===== src/rtl/brc_pkg.sv =====
package brc_pkg;

  typedef enum logic [2:0] {
    BK_NONE = 3'd0,
    BK_EQ   = 3'd1,
    BK_NE   = 3'd2,
    BK_LT   = 3'd3,
    BK_GE   = 3'd4,
    BK_LTU  = 3'd5,
    BK_GEU  = 3'd6,
    BK_RSV  = 3'd7
  } br_kind_e;

endpackage


===== src/rtl/brc_cond_eval.sv =====
module brc_cond_eval #(
  parameter int XLEN = 32
) (
  input  logic [2:0]      kind,
  input  logic [XLEN-1:0] opa,
  input  logic [XLEN-1:0] opb,
  output logic            is_branch,
  output logic            taken
);
  import brc_pkg::*;

  logic eq_w, lts_w, ltu_w;

  assign eq_w  = (opa == opb);
  assign lts_w = ($signed(opa) < $signed(opb));
  assign ltu_w = (opa < opb);

  always_comb begin
    is_branch = 1'b1;
    taken     = 1'b0;
    case (kind)
      BK_EQ:   taken = eq_w;
      BK_NE:   taken = !eq_w;
      BK_LT:   taken = lts_w;
      BK_GE:   taken = !lts_w;
      BK_LTU:  taken = ltu_w;
      BK_GEU:  taken = !ltu_w;
      default: is_branch = 1'b0;
    endcase
  end

endmodule


===== src/rtl/brc_target_calc.sv =====
module brc_target_calc #(
  parameter int PCW  = 32,
  parameter int IMMW = 13
) (
  input  logic [PCW-1:0]  pc,
  input  logic [IMMW-1:0] imm,
  output logic [PCW-1:0]  seq_pc,
  output logic [PCW-1:0]  tgt_pc
);
  localparam int EXTW = PCW - IMMW;

  logic [PCW-1:0] imm_ext;

  assign imm_ext = {{EXTW{imm[IMMW-1]}}, imm};
  assign seq_pc  = pc + PCW'(4);
  assign tgt_pc  = pc + imm_ext;

endmodule


===== src/rtl/brc_resolve.sv =====
module brc_resolve #(
  parameter int PCW = 32
) (
  input  logic           is_branch,
  input  logic           taken,
  input  logic           pred_tk,
  input  logic [PCW-1:0] pred_tgt,
  input  logic [PCW-1:0] seq_pc,
  input  logic [PCW-1:0] tgt_pc,
  input  logic           trap_in,
  input  logic [PCW-1:0] trap_vec,
  output logic           need_redir,
  output logic           mispred,
  output logic [PCW-1:0] redir_pc
);
  logic dir_miss, tgt_miss;

  assign dir_miss = is_branch && (taken != pred_tk);
  assign tgt_miss = is_branch && taken && pred_tk && (pred_tgt != tgt_pc);

  always_comb begin
    mispred    = dir_miss || tgt_miss;
    need_redir = trap_in || mispred;
    if (trap_in) begin
      redir_pc = trap_vec;
      mispred  = 1'b0;
    end else if (taken) begin
      redir_pc = tgt_pc;
    end else begin
      redir_pc = seq_pc;
    end
  end

endmodule


===== src/rtl/brc_redirect_reg.sv =====
module brc_redirect_reg #(
  parameter int PCW = 32
) (
  input  logic           clk,
  input  logic           rst,
  input  logic           set,
  input  logic [PCW-1:0] set_pc,
  input  logic           ack,
  output logic           valid,
  output logic [PCW-1:0] pc
);

  always_ff @(posedge clk) begin
    if (rst) begin
      valid <= 1'b0;
    end else if (set) begin
      valid <= 1'b1;
    end else if (ack) begin
      valid <= 1'b0;
    end
  end

  always_ff @(posedge clk) begin
    if (set) pc <= set_pc;
  end

  AST_REDIR_HOLD: assert property (@(posedge clk) disable iff (rst)
    (valid && !ack) |=> (valid && $stable(pc))) else $error("redirect dropped");

endmodule


===== src/rtl/brc_commit_unit.sv =====
module brc_commit_unit #(
  parameter int XLEN = 32,
  parameter int PCW  = 32,
  parameter int IMMW = 13
) (
  input  logic            clk,
  input  logic            rst,
  input  logic            ex_valid,
  output logic            ex_ready,
  input  logic [2:0]      ex_kind,
  input  logic [XLEN-1:0] ex_opa,
  input  logic [XLEN-1:0] ex_opb,
  input  logic            ex_pred_tk,
  input  logic [PCW-1:0]  ex_pred_tgt,
  input  logic [PCW-1:0]  ex_pc,
  input  logic [IMMW-1:0] ex_imm,
  input  logic            irq_req,
  input  logic            exc_req,
  input  logic [PCW-1:0]  trap_vec,
  output logic            fe_redir_valid,
  input  logic            fe_redir_ready,
  output logic [PCW-1:0]  fe_redir_pc,
  output logic            cmt_valid,
  output logic [PCW-1:0]  cmt_pc,
  output logic            cmt_mispred,
  output logic            cmt_trap,
  output logic [PCW-1:0]  epc_pc
);

  logic           is_br, real_tk, trap_w, need_redir, mis_w, accept;
  logic [PCW-1:0] seq_pc, tgt_pc, redir_pc;

  assign trap_w   = irq_req || exc_req;
  assign ex_ready = !rst && !fe_redir_valid;
  assign accept   = ex_valid && ex_ready;

  brc_cond_eval #(.XLEN(XLEN)) u_cond (
    .kind(ex_kind), .opa(ex_opa), .opb(ex_opb),
    .is_branch(is_br), .taken(real_tk)
  );

  brc_target_calc #(.PCW(PCW), .IMMW(IMMW)) u_tgt (
    .pc(ex_pc), .imm(ex_imm), .seq_pc(seq_pc), .tgt_pc(tgt_pc)
  );

  brc_resolve #(.PCW(PCW)) u_res (
    .is_branch(is_br), .taken(real_tk), .pred_tk(ex_pred_tk),
    .pred_tgt(ex_pred_tgt), .seq_pc(seq_pc), .tgt_pc(tgt_pc),
    .trap_in(trap_w), .trap_vec(trap_vec),
    .need_redir(need_redir), .mispred(mis_w), .redir_pc(redir_pc)
  );

  brc_redirect_reg #(.PCW(PCW)) u_redir (
    .clk(clk), .rst(rst), .set(accept && need_redir), .set_pc(redir_pc),
    .ack(fe_redir_ready), .valid(fe_redir_valid), .pc(fe_redir_pc)
  );

  always_ff @(posedge clk) begin
    if (rst) begin
      cmt_valid   <= 1'b0;
      cmt_mispred <= 1'b0;
      cmt_trap    <= 1'b0;
    end else begin
      cmt_valid   <= accept;
      cmt_mispred <= accept && mis_w;
      cmt_trap    <= accept && trap_w;
    end
  end

  always_ff @(posedge clk) begin
    if (accept) cmt_pc <= ex_pc;
    if (accept && trap_w) epc_pc <= ex_pc;
  end

  AST_COMMIT_NEXT: assert property (@(posedge clk) disable iff (rst)
    (ex_valid && ex_ready) |=> cmt_valid) else $error("commit missing");
  AST_READY_BLOCK: assert property (@(posedge clk) disable iff (rst)
    fe_redir_valid |-> !ex_ready) else $error("ready while redirect");
  AST_NO_CMT_PEND: assert property (@(posedge clk) disable iff (rst)
    fe_redir_valid |=> !cmt_valid) else $error("commit during redirect");
  AST_TRAP_REDIR: assert property (@(posedge clk) disable iff (rst)
    cmt_trap |-> (fe_redir_valid && fe_redir_pc == $past(trap_vec))) else $error("trap redirect");
  AST_ONE_CAUSE: assert property (@(posedge clk) disable iff (rst)
    !(cmt_trap && cmt_mispred)) else $error("two causes");
  AST_CLEAN_NO_REDIR: assert property (@(posedge clk) disable iff (rst)
    (cmt_valid && !cmt_mispred && !cmt_trap) |-> !fe_redir_valid) else $error("spurious redirect");

endmodule


===== config.mk =====
export PLATFORM = sky130hd
export DESIGN_NAME = brc_commit_unit
export DESIGN_NICKNAME = d
export VERILOG_FILES = /design/src/rtl/brc_pkg.sv /design/src/rtl/brc_cond_eval.sv /design/src/rtl/brc_target_calc.sv /design/src/rtl/brc_resolve.sv /design/src/rtl/brc_redirect_reg.sv /design/src/rtl/brc_commit_unit.sv
export SDC_FILE = /design/constraint.sdc
export NUM_CORES = 1
export LEC_CHECK = 0
export BUFFER_PORTS_ARGS = -buffer_cell sky130_fd_sc_hd__clkbuf_2
export CELL_PAD_IN_SITES_DETAIL_PLACEMENT = 1
export CELL_PAD_IN_SITES_GLOBAL_PLACEMENT = 1
export CORE_UTILIZATION = 37
export CTS_BUF_LIST = sky130_fd_sc_hd__clkbuf_4 sky130_fd_sc_hd__clkbuf_8 sky130_fd_sc_hd__clkbuf_16
export DETAILED_ROUTE_END_ITERATION = 6
export PLACE_DENSITY = 0.87
export SETUP_SLACK_MARGIN = 0.02
export SYNTH_ARGS = -nofsm -noshare
export SYNTH_HDL_FRONTEND = slang
export SYNTH_HIERARCHICAL = 1
export SYNTH_SLANG_ARGS = --single-unit

===== constraint.sdc =====
create_clock -name clk -period 4.6 [get_ports clk]
set_input_delay 0.46 -clock clk [delete_from_list [all_inputs] [get_ports clk]]
set_output_delay 0.46 -clock clk [all_outputs]
set_load 0.1 [all_outputs]

==> results.yml <==
floorplan:
  die_area_sq_mm: 0.0206
  die_h_microns: 143
  die_x_microns: 143
  io_pins: 284
  core_sq_mm: 0.0195
  rows: 51
  floorplan.initialDensity_pct: 37.9
setup_path:
  cpMaxStageDelayCell: "a221oi_1"
  critPathKind: "in2reg"
  cp_max_fo: 33
  critPathBufInv: 2
  cpLargestDelayFamily: "compound AO/OA/AOI/OAI gates"
  cp.required_ps: 4710
  worstPathArrival_ps: 4130
  cp-start-kind: "input port"
  critPathCaptureType: "register"
  crit_chain: "clkbuf_2, ha_1, a21oi_1, o21ai_0, a221oi_1, o21a_1, o21ai_1, xor2_1, xor2_1, nor4_1, nand3_1, nor4_1, a21oi_1, and2_1, buf_12"
  max_stage_delay_ps: 560
placed_design:
  place.gp.congestion: 0.919
  dp_slack_ps: 279
  hpwl_mm: 21.5
  io_buffers: 283
global_routing:
  grt_pass1_vias: 7283
  grt.total_usage_pct: 25.2
  grt_pass1_wl_mm: 38.6
  grt_max_degree: 37
  antenna_found_initial: 1
  overflow: 0
cells_and_area:
  layout-area-overhead-vs-synth_pct: 27.6
  drive_gt1_share_pct: 32.1
  seq_area_sq_mm: 0.00296
  final_common_cell: "clkbuf_2"
  fin_util_pct: 48.3
  multiInputGateArea_sq_mm: 0.00416
  fin_nets: 1264
  final_cell_mix: "283 x clkbuf_2, 96 x edfxtp_1, 74 x nand2_1"
  num-fill-cells: 2352
sta:
  worst_slew_pin_slew_ps: 917
  setup_tns_ps: 0
  min_period_over_period_pct: 87.3
  slew_violations: 0
  clock.fmax_mhz: 249
  slew_headroom_pct: 38.9
  clock_skew_ps: 14.5
  setup_viol: 0
  hold_viol: 0
  rsz0062_at_grt: "false"
  hold_ws_ps: 331
  layout_min_cycle_time_ps: 4020
  fin_ws_ps: 585
power_and_ir_drop:
  power_uw: 3010
  p_per_area_mw_per_mm2: 319
  irDropWorstVdd_mv: 0.176
  p_leak_uw: 0.00438
synth:
  avgSynthCellArea_sq_um: 10.0
  ys.flop_type: "edfxtp_1"
  ys_ff_latch: 100
  synthArstFlopShare_pct: 0
  synth-edff-count: 96
  syn_nets: 986
  synth_warnings: 6
  netlist_area_sq_mm: 0.00740
  ys_seq_area_share_pct: 40.0
  synth_cells: 738
  synth_cell_types: 68
clock_tree:
  cts_sinks: 100
  holdBufCountCts: 0
  cts_setup_buffers: 0
  path_clk_slew_ps: 70
  cts.path.max_buffers: 2
  cts_made_buffers: 9
  cts_tree: "yes"
  h-tree-depth: 3
  cts_root_buf: "clkbuf_16"
  insertion_delay_ps: 370
  post_cts_resized: 0
drt:
  vias_per_cell: 5.39
  drtIter0Drc: 343
  num_vias: 6938
  wl_per_cell_microns: 20.4
  drt_wl_total_mm: 26.2
  drc: 0
  route.antenna.remaining_nets: 0
  drtPass1Iterations: 5
run:
  cap_violations: 0
outcome:
  outcome: "completed"
hold_path:
  hold_class: "in2reg"
[routing by layer]
| layer | track usage, % | up-vias | routed length [microns] |
|---|---|---|---|
| met4 | 15.1 | 0 | 1240 |
| li1 | - | 3271 | - |
| met5 | 0 | - | 0 |
| met2 | 45.3 | 271 | 13200 |
| met3 | 4.13 | 66 | 1460 |
| met1 | 27.9 | 3330 | 10400 |
[cells in the mapped netlist (all sizes together) (14+ instances only)]
master	number	area, sq um
edfxtp	96	2880
nand2	74	278
ha	64	801
xor2	50	438
inv	48	180
o21ai	46	245
a21oi	43	223
xnor2	38	333
mux2i	34	340
nand3	27	135
nor2	24	97.6
nand4	20	131
a21o	17	128
clkbuf	15	56.3
and3	14	87.6
nor3	14	70.1
[cells by family (layout without fill, tap and decap cells)]
family	count (synthesis)	count (layout)	share of synthesized area, %
other cells	0	2	0
buf+inv	72	355	3.87
fa+ha+maj	65	65	11.1
simple gates	219	219	15.2
flops	100	100	40.0
mux	35	35	4.75
compound gates	159	159	14.6
xor+xnor	88	88	10.4
[flip-flops by register name (all words and copies together), names as in the netlist]
signal,cells
u_redir/pc,32
cmt_trap,1
cmt_valid,1
cmt_mispred,1
epc_pc,32
cmt_pc,32
u_redir/valid,1
[power by group]
part	internal (uW)	leakage, uW	switching, uW	total, uW
clock network	438	0.000152	386	824
registers	1050	0.000927	12.9	1070
logic	341	0.00330	783	1120
[stage by stage]
step                      area [sq um]  std cells
final                             9440       1288
after global routing              9440       1287
after CTS                         9440       1286
after detailed placement          9120       1270
after global placement            9120       1270
after floorplan                   7400        738
[worst register-to-register path, stage by stage (launching register included)]
cell and delay [ps]:
dfxtp_1 390, nor3b_4 200, buf_4 490, and2_1 270, buf_12 220
[cell type report]
cell class	count	area share, %
multi-input cells	566	44.0
flip-flops and latches	100	31.4
clock inverters	7	0.941
inverters	48	1.91
well taps	265	3.51
repair buffers	291	15.8
clock buffers	9	2.39
diodes	2	0.0530
[path summary, 6_finish.rpt]
kind / from / endpoint / slack [ps] / cells after the start
min reg2reg: u_redir/valid / cmt_valid / 610 / 1
min: ex_pc[0] / epc_pc[0] / 330 / 1
max reg2reg: u_redir/valid / u_redir/pc[6] / 2710 / 4
max: ex_imm[12] / u_redir/pc[6] / 580 / 15
Note: power is estimated with default switching activity, not from simulation.
